--- src/rtl/cam_scan_pkg.sv ---
package cam_scan_pkg;
  localparam int IDX_W = 3;

  typedef enum logic [1:0] {
    ST_IDLE = 2'd0,
    ST_HIGH = 2'd1,
    ST_LOW  = 2'd2
  } scan_state_e;

  typedef struct packed {
    logic             hit;
    logic [IDX_W-1:0] idx;
  } phase_hit_t;
endpackage

--- src/rtl/scan_sequencer.sv ---
module scan_sequencer
  import cam_scan_pkg::*;
#(
  parameter int SETTLE_W = 8
) (
  input  logic                clk,
  input  logic                rst,
  input  logic                scan_req,
  input  logic [SETTLE_W-1:0] settle_cycles,
  output logic                drive_oe,
  output logic                drive_val,
  output logic                sample_hi,
  output logic                sample_lo
);
  scan_state_e         state_q;
  logic [SETTLE_W-1:0] cnt_q;
  logic [SETTLE_W-1:0] settle_q;
  logic                phase_end;

  assign phase_end = (cnt_q == settle_q);
  assign sample_hi = (state_q == ST_HIGH) && phase_end;
  assign sample_lo = (state_q == ST_LOW) && phase_end;

  always_ff @(posedge clk) begin
    if (rst) begin
      state_q   <= ST_IDLE;
      cnt_q     <= '0;
      settle_q  <= '0;
      drive_oe  <= 1'b0;
      drive_val <= 1'b0;
    end else begin
      unique case (state_q)
        ST_IDLE: begin
          if (scan_req) begin
            state_q   <= ST_HIGH;
            settle_q  <= settle_cycles;
            cnt_q     <= '0;
            drive_oe  <= 1'b1;
            drive_val <= 1'b1;
          end
        end
        ST_HIGH: begin
          if (phase_end) begin
            state_q   <= ST_LOW;
            cnt_q     <= '0;
            drive_val <= 1'b0;
          end else begin
            cnt_q <= cnt_q + 1'b1;
          end
        end
        ST_LOW: begin
          if (phase_end) begin
            state_q  <= ST_IDLE;
            cnt_q    <= '0;
            drive_oe <= 1'b0;
          end else begin
            cnt_q <= cnt_q + 1'b1;
          end
        end
        default: state_q <= ST_IDLE;
      endcase
    end
  end

  // each scan begins with the high phase
  assert_high_first_R2: assert property (@(posedge clk) disable iff (rst)
    $rose(drive_oe) |-> drive_val);

  // the drive is released right after the low-phase sample
  assert_release_after_low_R1: assert property (@(posedge clk) disable iff (rst)
    sample_lo |=> !drive_oe);

  // the low phase always follows the high-phase sample
  assert_low_follows_high_R2: assert property (@(posedge clk) disable iff (rst)
    sample_hi |=> (drive_oe && !drive_val));

  // the captured settle value does not move during a scan
  assert_settle_held_R3: assert property (@(posedge clk) disable iff (rst)
    (drive_oe && !$rose(drive_oe)) |-> $stable(settle_q));
endmodule

--- src/rtl/phase_decoder.sv ---
module phase_decoder
  import cam_scan_pkg::*;
#(
  parameter bit HIGH_PHASE = 1'b1
) (
  input  logic [1:0] sense,
  output phase_hit_t result
);
  generate
    if (HIGH_PHASE) begin : g_high
      always_comb begin
        result = '0;
        unique case (sense)
          2'b10:   result = '{hit: 1'b1, idx: IDX_W'(1)};
          2'b01:   result = '{hit: 1'b1, idx: IDX_W'(3)};
          2'b11:   result = '{hit: 1'b1, idx: IDX_W'(5)};
          default: result = '0;
        endcase
      end
    end else begin : g_low
      always_comb begin
        result = '0;
        unique case (sense)
          2'b01:   result = '{hit: 1'b1, idx: IDX_W'(2)};
          2'b10:   result = '{hit: 1'b1, idx: IDX_W'(4)};
          2'b00:   result = '{hit: 1'b1, idx: IDX_W'(6)};
          default: result = '0;
        endcase
      end
    end
  endgenerate
endmodule

--- src/rtl/result_register.sv ---
module result_register
  import cam_scan_pkg::*;
(
  input  logic             clk,
  input  logic             rst,
  input  logic             sample_hi,
  input  logic             sample_lo,
  input  phase_hit_t       hi_now,
  input  phase_hit_t       lo_now,
  output logic [IDX_W-1:0] sw_index,
  output logic             result_err,
  output logic             result_valid
);
  phase_hit_t hi_q;

  always_ff @(posedge clk) begin
    if (rst) begin
      hi_q         <= '0;
      sw_index     <= '0;
      result_err   <= 1'b0;
      result_valid <= 1'b0;
    end else begin
      result_valid <= sample_lo;
      if (sample_hi) begin
        hi_q <= hi_now;
      end
      if (sample_lo) begin
        if (hi_q.hit && lo_now.hit) begin
          sw_index   <= '0;
          result_err <= 1'b1;
        end else begin
          sw_index   <= hi_q.hit ? hi_q.idx : (lo_now.hit ? lo_now.idx : '0);
          result_err <= 1'b0;
        end
      end
    end
  end

  // valid lasts a single cycle
  assert_valid_pulse_R8: assert property (@(posedge clk) disable iff (rst)
    result_valid |=> !result_valid);

  // an error never carries a switch index
  assert_err_no_index_R7: assert property (@(posedge clk) disable iff (rst)
    result_err |-> (sw_index == '0));

  // result holds between valid pulses
  assert_result_held_R8: assert property (@(posedge clk) disable iff (rst)
    (!result_valid && !$past(sample_lo)) |-> ($stable(sw_index) && $stable(result_err)));
endmodule

--- src/rtl/cam_scan_decoder.sv ---
module cam_scan_decoder
  import cam_scan_pkg::*;
#(
  parameter int SETTLE_W = 8
) (
  input  logic                clk,
  input  logic                rst,
  input  logic                scan_req,
  input  logic [SETTLE_W-1:0] settle_cycles,
  input  logic                sense_a,
  input  logic                sense_b,
  output logic                drive_oe,
  output logic                drive_val,
  output logic [2:0]          sw_index,
  output logic                result_valid,
  output logic                result_err
);
  logic       sample_hi;
  logic       sample_lo;
  logic [1:0] sense_pair;
  phase_hit_t hi_now;
  phase_hit_t lo_now;

  assign sense_pair = {sense_a, sense_b};

  scan_sequencer #(.SETTLE_W(SETTLE_W)) seq_i (
    .clk          (clk),
    .rst          (rst),
    .scan_req     (scan_req),
    .settle_cycles(settle_cycles),
    .drive_oe     (drive_oe),
    .drive_val    (drive_val),
    .sample_hi    (sample_hi),
    .sample_lo    (sample_lo)
  );

  phase_decoder #(.HIGH_PHASE(1'b1)) dec_hi_i (
    .sense (sense_pair),
    .result(hi_now)
  );

  phase_decoder #(.HIGH_PHASE(1'b0)) dec_lo_i (
    .sense (sense_pair),
    .result(lo_now)
  );

  result_register res_i (
    .clk         (clk),
    .rst         (rst),
    .sample_hi   (sample_hi),
    .sample_lo   (sample_lo),
    .hi_now      (hi_now),
    .lo_now      (lo_now),
    .sw_index    (sw_index),
    .result_err  (result_err),
    .result_valid(result_valid)
  );

  // the index never leaves the range 0..6
  assert_index_range_R6: assert property (@(posedge clk) disable iff (rst)
    sw_index <= 3'd6);

  // a result appears only once the drive is released
  assert_valid_when_released_R8: assert property (@(posedge clk) disable iff (rst)
    result_valid |-> !drive_oe);

  // release happens only from the low phase
  assert_release_from_low_R2: assert property (@(posedge clk) disable iff (rst)
    $fell(drive_oe) |-> !$past(drive_val));

  // valid follows the end of a scan
  assert_valid_after_scan_R1: assert property (@(posedge clk) disable iff (rst)
    result_valid |-> $past(drive_oe));
endmodule

--- config.mk ---
export PLATFORM = sky130hd
export DESIGN_NAME = cam_scan_decoder
export DESIGN_NICKNAME = d
export VERILOG_FILES = /design/src/rtl/cam_scan_pkg.sv /design/src/rtl/scan_sequencer.sv /design/src/rtl/phase_decoder.sv /design/src/rtl/result_register.sv /design/src/rtl/cam_scan_decoder.sv
export SDC_FILE = /design/constraint.sdc
export NUM_CORES = 1
export LEC_CHECK = 0
export ABC_AREA = 1
export BUFFER_PORTS_ARGS = -buffer_cell sky130_fd_sc_hd__buf_2
export CAP_MARGIN = 20
export CORE_UTILIZATION = 55
export CTS_CLUSTER_SIZE = 40
export DETAILED_ROUTE_END_ITERATION = 6
export PLACE_DENSITY = 0.77
export SLEW_MARGIN = 25
export SYNTH_ARGS = -nofsm -noshare
export SYNTH_HDL_FRONTEND = slang
export SYNTH_SLANG_ARGS = --single-unit
--- constraint.sdc ---
create_clock -name clk -period 3.4 [get_ports clk]
set_clock_uncertainty 0.2 [all_clocks]
set_input_delay 0.17 -clock clk [delete_from_list [all_inputs] [get_ports clk]]
set_output_delay 0.17 -clock clk [all_outputs]
set_load 0.02 [all_outputs]
Yosys cells after proc, flatten, opt, wreduce, memory -nomap -nowiden
Index checks and enable logic that the tools add are counted.
{"block": "word_totals", "ff_bits": 29, "elab_cells": 51}
{"block": "op_classes", "addsub": 1, "eq_ne": 9, "n_mux": 17, "n_reduce_logical": 14}
{"op": "4-bit one-hot mux with 3 select lines", "n": 2}
{"op": "8-bit two-way mux", "n": 2}
{"op": "8-bit one-hot mux with 2 select lines", "n": 1}
{"op": "3-bit two-way mux", "n": 3}
{"op": "3-bit AND reduction", "n": 3}
{"op": "8-bit by 1-bit adder with 8-bit output (second input constant)", "n": 1}
{"op": "8-bit == test", "n": 1}
{"op": "2-bit == test (second input constant)", "n": 3}
{"op": "2-bit two-way mux", "n": 3}
{"op": "2-bit one-hot mux with 3 select lines", "n": 1}
{"op": "2-bit nonzero test", "n": 3}
{"op": "2-bit by 1-bit == test with 1-bit output (second input constant)", "n": 2}
{"op": "2-bit logical NOT", "n": 2}
{"op": "2-bit by 1-bit inequality test with 1-bit output (second input constant)", "n": 2}
{"op": "1-bit one-hot mux with 2 select lines", "n": 2}
{"op": "2-bit AND reduction", "n": 2}
{"op": "1-bit logical AND", "n": 3}
{"op": "1-bit two-way mux", "n": 3}
{"op": "2-bit inequality test (second input constant)", "n": 1}
{"op": "2-bit OR reduction", "n": 1}

Depth between registers and ports, before layout
{"block": "depth", "ltp_word": 5, "ltp_mapped": 10}

Hierarchy
A second synthesis with hierarchy kept.
{"block": "unflattened", "hier_cells": 202, "area_unflattened_um2": 1410.1}
{"module": "scan_sequencer", "n_inst": 1, "cells_each": 144, "area_per_inst_um2": 1016.0, "seq_area_each_um2": 400.4}
{"module": "result_register", "n_inst": 1, "cells_each": 46, "area_per_inst_um2": 341.6, "seq_area_each_um2": 180.2}
{"module": "phase_decoder (dec_hi_i)", "n_inst": 1, "cells_each": 7, "area_per_inst_um2": 30.0, "seq_area_each_um2": 0.0}
{"module": "phase_decoder (dec_lo_i)", "n_inst": 1, "cells_each": 5, "area_per_inst_um2": 22.5, "seq_area_each_um2": 0.0}

Worst setup path after synthesis
OpenSTA, ideal clock, no wires.
{"block": "synth_timing", "path_kind": "register to register", "from": "reg seq_i.state_q[0]", "to": "reg seq_i.cnt_q[7]", "setup_ns": 0.119, "t_arrival_ns": 1.391, "path_slack_ns": 1.689, "path_stages_with_launch": 10, "n_path_buf": 0, "synth_period_minus_slack_ns": 1.711, "cell_sequence": "dfxtp_1 -> inv_1 -> ha_1 -> inv_1 -> o21ai_2 -> inv_2 -> nor2_2 -> nand2_1 -> xor2_1 -> nor2_1"}
{"block": "synth_between", "elab_chain_len": 4, "elab_cells_between_ends": 8, "cone_classes": "eq/ne: 3; mux: 1; reduce/logical: 4"}
{"element": "from (decl)", "line_no": "scan_sequencer.sv:15", "text": "scan_state_e state_q;"}
{"element": "from (signal assigned)", "line_no": "scan_sequencer.sv:26", "text": "state_q <= ST_IDLE;"}
{"element": "from (signal assigned)", "line_no": "scan_sequencer.sv:35", "text": "state_q <= ST_HIGH;"}
{"element": "from (signal assigned)", "line_no": "scan_sequencer.sv:44", "text": "state_q <= ST_LOW;"}
{"element": "2-bit == test or 2-bit by 1-bit == test with 1-bit output (tied branches)", "line_no": "scan_sequencer.sv:32", "text": "unique case (state_q)"}
{"element": "2-bit OR reduction (no line)"}
{"element": "2-bit nonzero test (no line)"}
{"element": "2-bit AND reduction (no line)"}
{"element": "to (signal assigned)", "line_no": "scan_sequencer.sv:48", "text": "cnt_q <= cnt_q + 1'b1;"}
{"element": "to (signal assigned)", "line_no": "scan_sequencer.sv:57", "text": "cnt_q <= cnt_q + 1'b1;"}
{"element": "to (decl)", "line_no": "scan_sequencer.sv:16", "text": "logic [SETTLE_W-1:0] cnt_q;"}
Parallel ways exist; a longest one is shown, timed or not.
A chain may end at the register's enable or synchronous reset.

Worst setup path after layout
Same ends and word-level chain as after synthesis.

==> impl_results.md <==
- Status: finished clean
- Postcts setup bufs: 0
- Max Fclk: 515.6 MHz
- Dominant synthesized flop cell: dfxtp_1
- Root Buffer: clkbuf_4
- H-Tree Depth: 1
- Worst slew pin tran: approximately 320 ps
- Via count: 1269
- Worst reg2reg startpoint: seq_i.state_q[0]
- GRT Total Usage: 0.2508
- Antenna viol nets, final: 0
- Vias in the first global route: about 1.2k
- # setup viols final: 0
- Post-CTS Resized: 0
- Starting density of the core: 0.6040
- Synth cell types: 24
- Critical path arrival: 1990 ps
- Final period utilization: 0.5704
- Synth top area cells: dfxtp_1 (40%), nand2_1 (14%), a21oi_1 (6.9%)
- Initial drt markers: 20
- Syn_area_per_cell: 7.190 um2
- Peak supply drop: 0.0004018 V
- N_diodes: 0
- Die height: 52.23 um
- Post-synthesis xor/xnor area fraction: 0.03787
- PwrDens: 504.0 nW/um2
- Most frequent cells after synthesis: nand2_1 (50), dfxtp_1 (28), inv_1 (24), a21oi_1 (19)
- IO buf count: 19
- Number of buffers created by CTS: 3
- Leak: 0.7423 nW
- Crit-path cells: inv_1 -> ha_1 -> nand2_2 -> o21ai_2 -> inv_2 -> nor2_2 -> nand2_1 -> xor2_1 -> nor2_1
- Worst min path class: in -> reg
- # IOs: 20
- CP max stage delay: about 350 ps
- Multiplexer share of the synthesized area: 0
- Placer Congestion: 0.8938
- Antenna violations before repair: 0
- Synth Cell Area: approximately 1400 um2
- Crit path time final: 1940 ps
- Cells after Synth: approximately 190
- Slowest CP cell: dfxtp_1
- Clk sink count: 28
- Post-synth top area share: 0.4040
- Syn_nets: 211
- Final slew viol count: 0
- TritonCTS clock tree: done
- Die ar.: approximately 2700 um2
- DRC: 0
- Startpoint types: register
- Warnings from Yosys: 0
- Post-Synth Adder-Cell Area: 0.04509
- Gr ovfl total: 0
- Top-count cell post-synth: nand2_1
- Compound-Gate Fraction of Synth Area: 0.1596
- Final HPWL DP: between 2 and 2.5 mm
- Layout net count: 244
- Rows: 17
- Clock buffer depth: 2
- Post-synthesis async set-or-reset flop share: 0
- Final Hold Slack: 96.84 ps
- Crit Path Max Fanout: 15
- Worst slew margin: 0.7866
- First-pass GRT wire length: 5.071 mm
- Clk_lat worst skew: 340 ps
- Cts-stage hold buffer count: 12
- Largest net degree at the start of global routing: 17
- TNS Setup: 0 ps
- Syn-to-layout area delta: 21.01%
- Via-to-Cell Ratio: approximately 5.0
- Total of max-cap violations: 0
- Leading area contributor after synthesis: dfxtp_1
- Drt wl/cell: ~12 um
- Final hold viol count: 0
- Seq cells post-synth: 28
- Crit path from: seq_i.state_q[0]
- Post-synth EDFFs: 0
- Clk slew on worst S/H paths: 160 ps
- Core area: 2297 um2
- Total Wirelength: 2.933 mm
- Combinational family with the most area after synthesis: simple AND/OR/NAND/NOR gates
- RSZ-0062 raised after global routing: false
- Layout cells sized above 1: 0.1689
- Crit. End Element: register
- Kind of critical path: reg -> reg
- Simple-Gate Fraction of Synth Area: 0.2723
- Sequential cell area fraction in the yosys report: 0.4040
- CP Data Required Time: about 3500 ps
- Die W: 52.23 um
- DR pass1 iterations: 4
- Hold_sp: scan_req
[placed cells by master (no fill, tap or decap)]
cell,count
nand2_4,1
nand2_2,1
nor3_2,1
nand3_1,6
a21o_1,1
nor2_2,3
o21ai_0,16
xnor2_1,3
buf_2,19
nor2_1,16
dfxtp_1,28
o21ai_2,3
inv_1,24
ha_1,5
o211ai_1,1
o21ai_1,1
clkbuf_4,3
bufinv_16,1
a21oi_1,19
nor2_8,1
xor2_1,3
nand4_1,1
nor3_1,1
inv_2,3
dlygate4sd3_1,12
nand2_1,50
nor2_4,2
[per-stage QoR]
stage | cells | utilization | setup slack, ps | power, mW | cell area (um2)
CTS | 253 | 0.7309 | 1482 | 0.8483 | 1679
global route | 253 | 0.7309 | 1292 | 0.8905 | 1679
global placement | 237 | 0.6558 | 1605 | 0.6032 | 1506
finish | 253 | 0.7309 | 1460 | 0.8462 | 1679
floorplan | 193 | - | 1689 | 0.5627 | 1388
detailed placement | 237 | 0.6558 | 1495 | 0.6152 | 1506
[per-layer routing]
layer / wire length, um / up-vias / GRT usage / part of all wire
li1: - / 675 / - / -
met1: 1336 / 570 / 0.2878 / 0.46
met2: 1498 / 22 / 0.4658 / 0.51
met3: 81 / 2 / 0.02899 / 0.028
met4: 17 / 0 / 0.1009 / 0.0058
met5: 0 / - / 0 / 0
[cell type report]
cell class | instances | area [um2]
fill | 192 | 618.1
timing repair buffer | 31 | 215.2
multi-input combinational | 135 | 714.4
tap | 28 | 35.03
clock buffer | 3 | 22.52
clock inverter | 1 | 30.03
inverter | 27 | 101.3
sequential | 28 | 560.5
[worst paths after layout]
| check | slack [ps] | depth (start not counted) | endpoint |
|---|---|---|---|
| setup / recovery | 1460 | 9 | seq_i.cnt_q[7] |
| hold / removal | 100 | 3 | seq_i.settle_q[5] |
| setup reg to reg | 1460 | 9 | seq_i.cnt_q[7] |
| hold reg to reg | 270 | 2 | res_i.sw_index[2] |
[cells by family after synthesis]
group,count (synthesis)
compound gates,41
simple gates,83
buf+inv,30
flops,28
fa+ha+maj,5
xor+xnor,6
[state kept, by name, indices dropped and copies added (netlist names), 2 cells and up]
name,flops
seq_i.cnt_q,8
res_i.hi_q,3
res_i.sw_index,3
seq_i.settle_q,8
seq_i.state_q,2
[worst max-delay path, delay by kind of cell, from the launching register on]
kind                       cells  cell delay (ps)
AOI/OAI and AO/OA              1              180
xor gates and xnor gates       1              140
adders and majority gates      1              270
buffers and inverters          2              230
DFF                            1              350
and+or+nand+nor                4              480
[power breakdown]
group / internal, mW / leakage (nW) / switching, mW
combinational: 0.0864 / 0.486 / 0.157
clock: 0.119 / 0.0279 / 0.106
sequential: 0.358 / 0.228 / 0.0191
total: 0.564 / 0.742 / 0.283
Note: power is estimated with default switching activity, not from simulation.
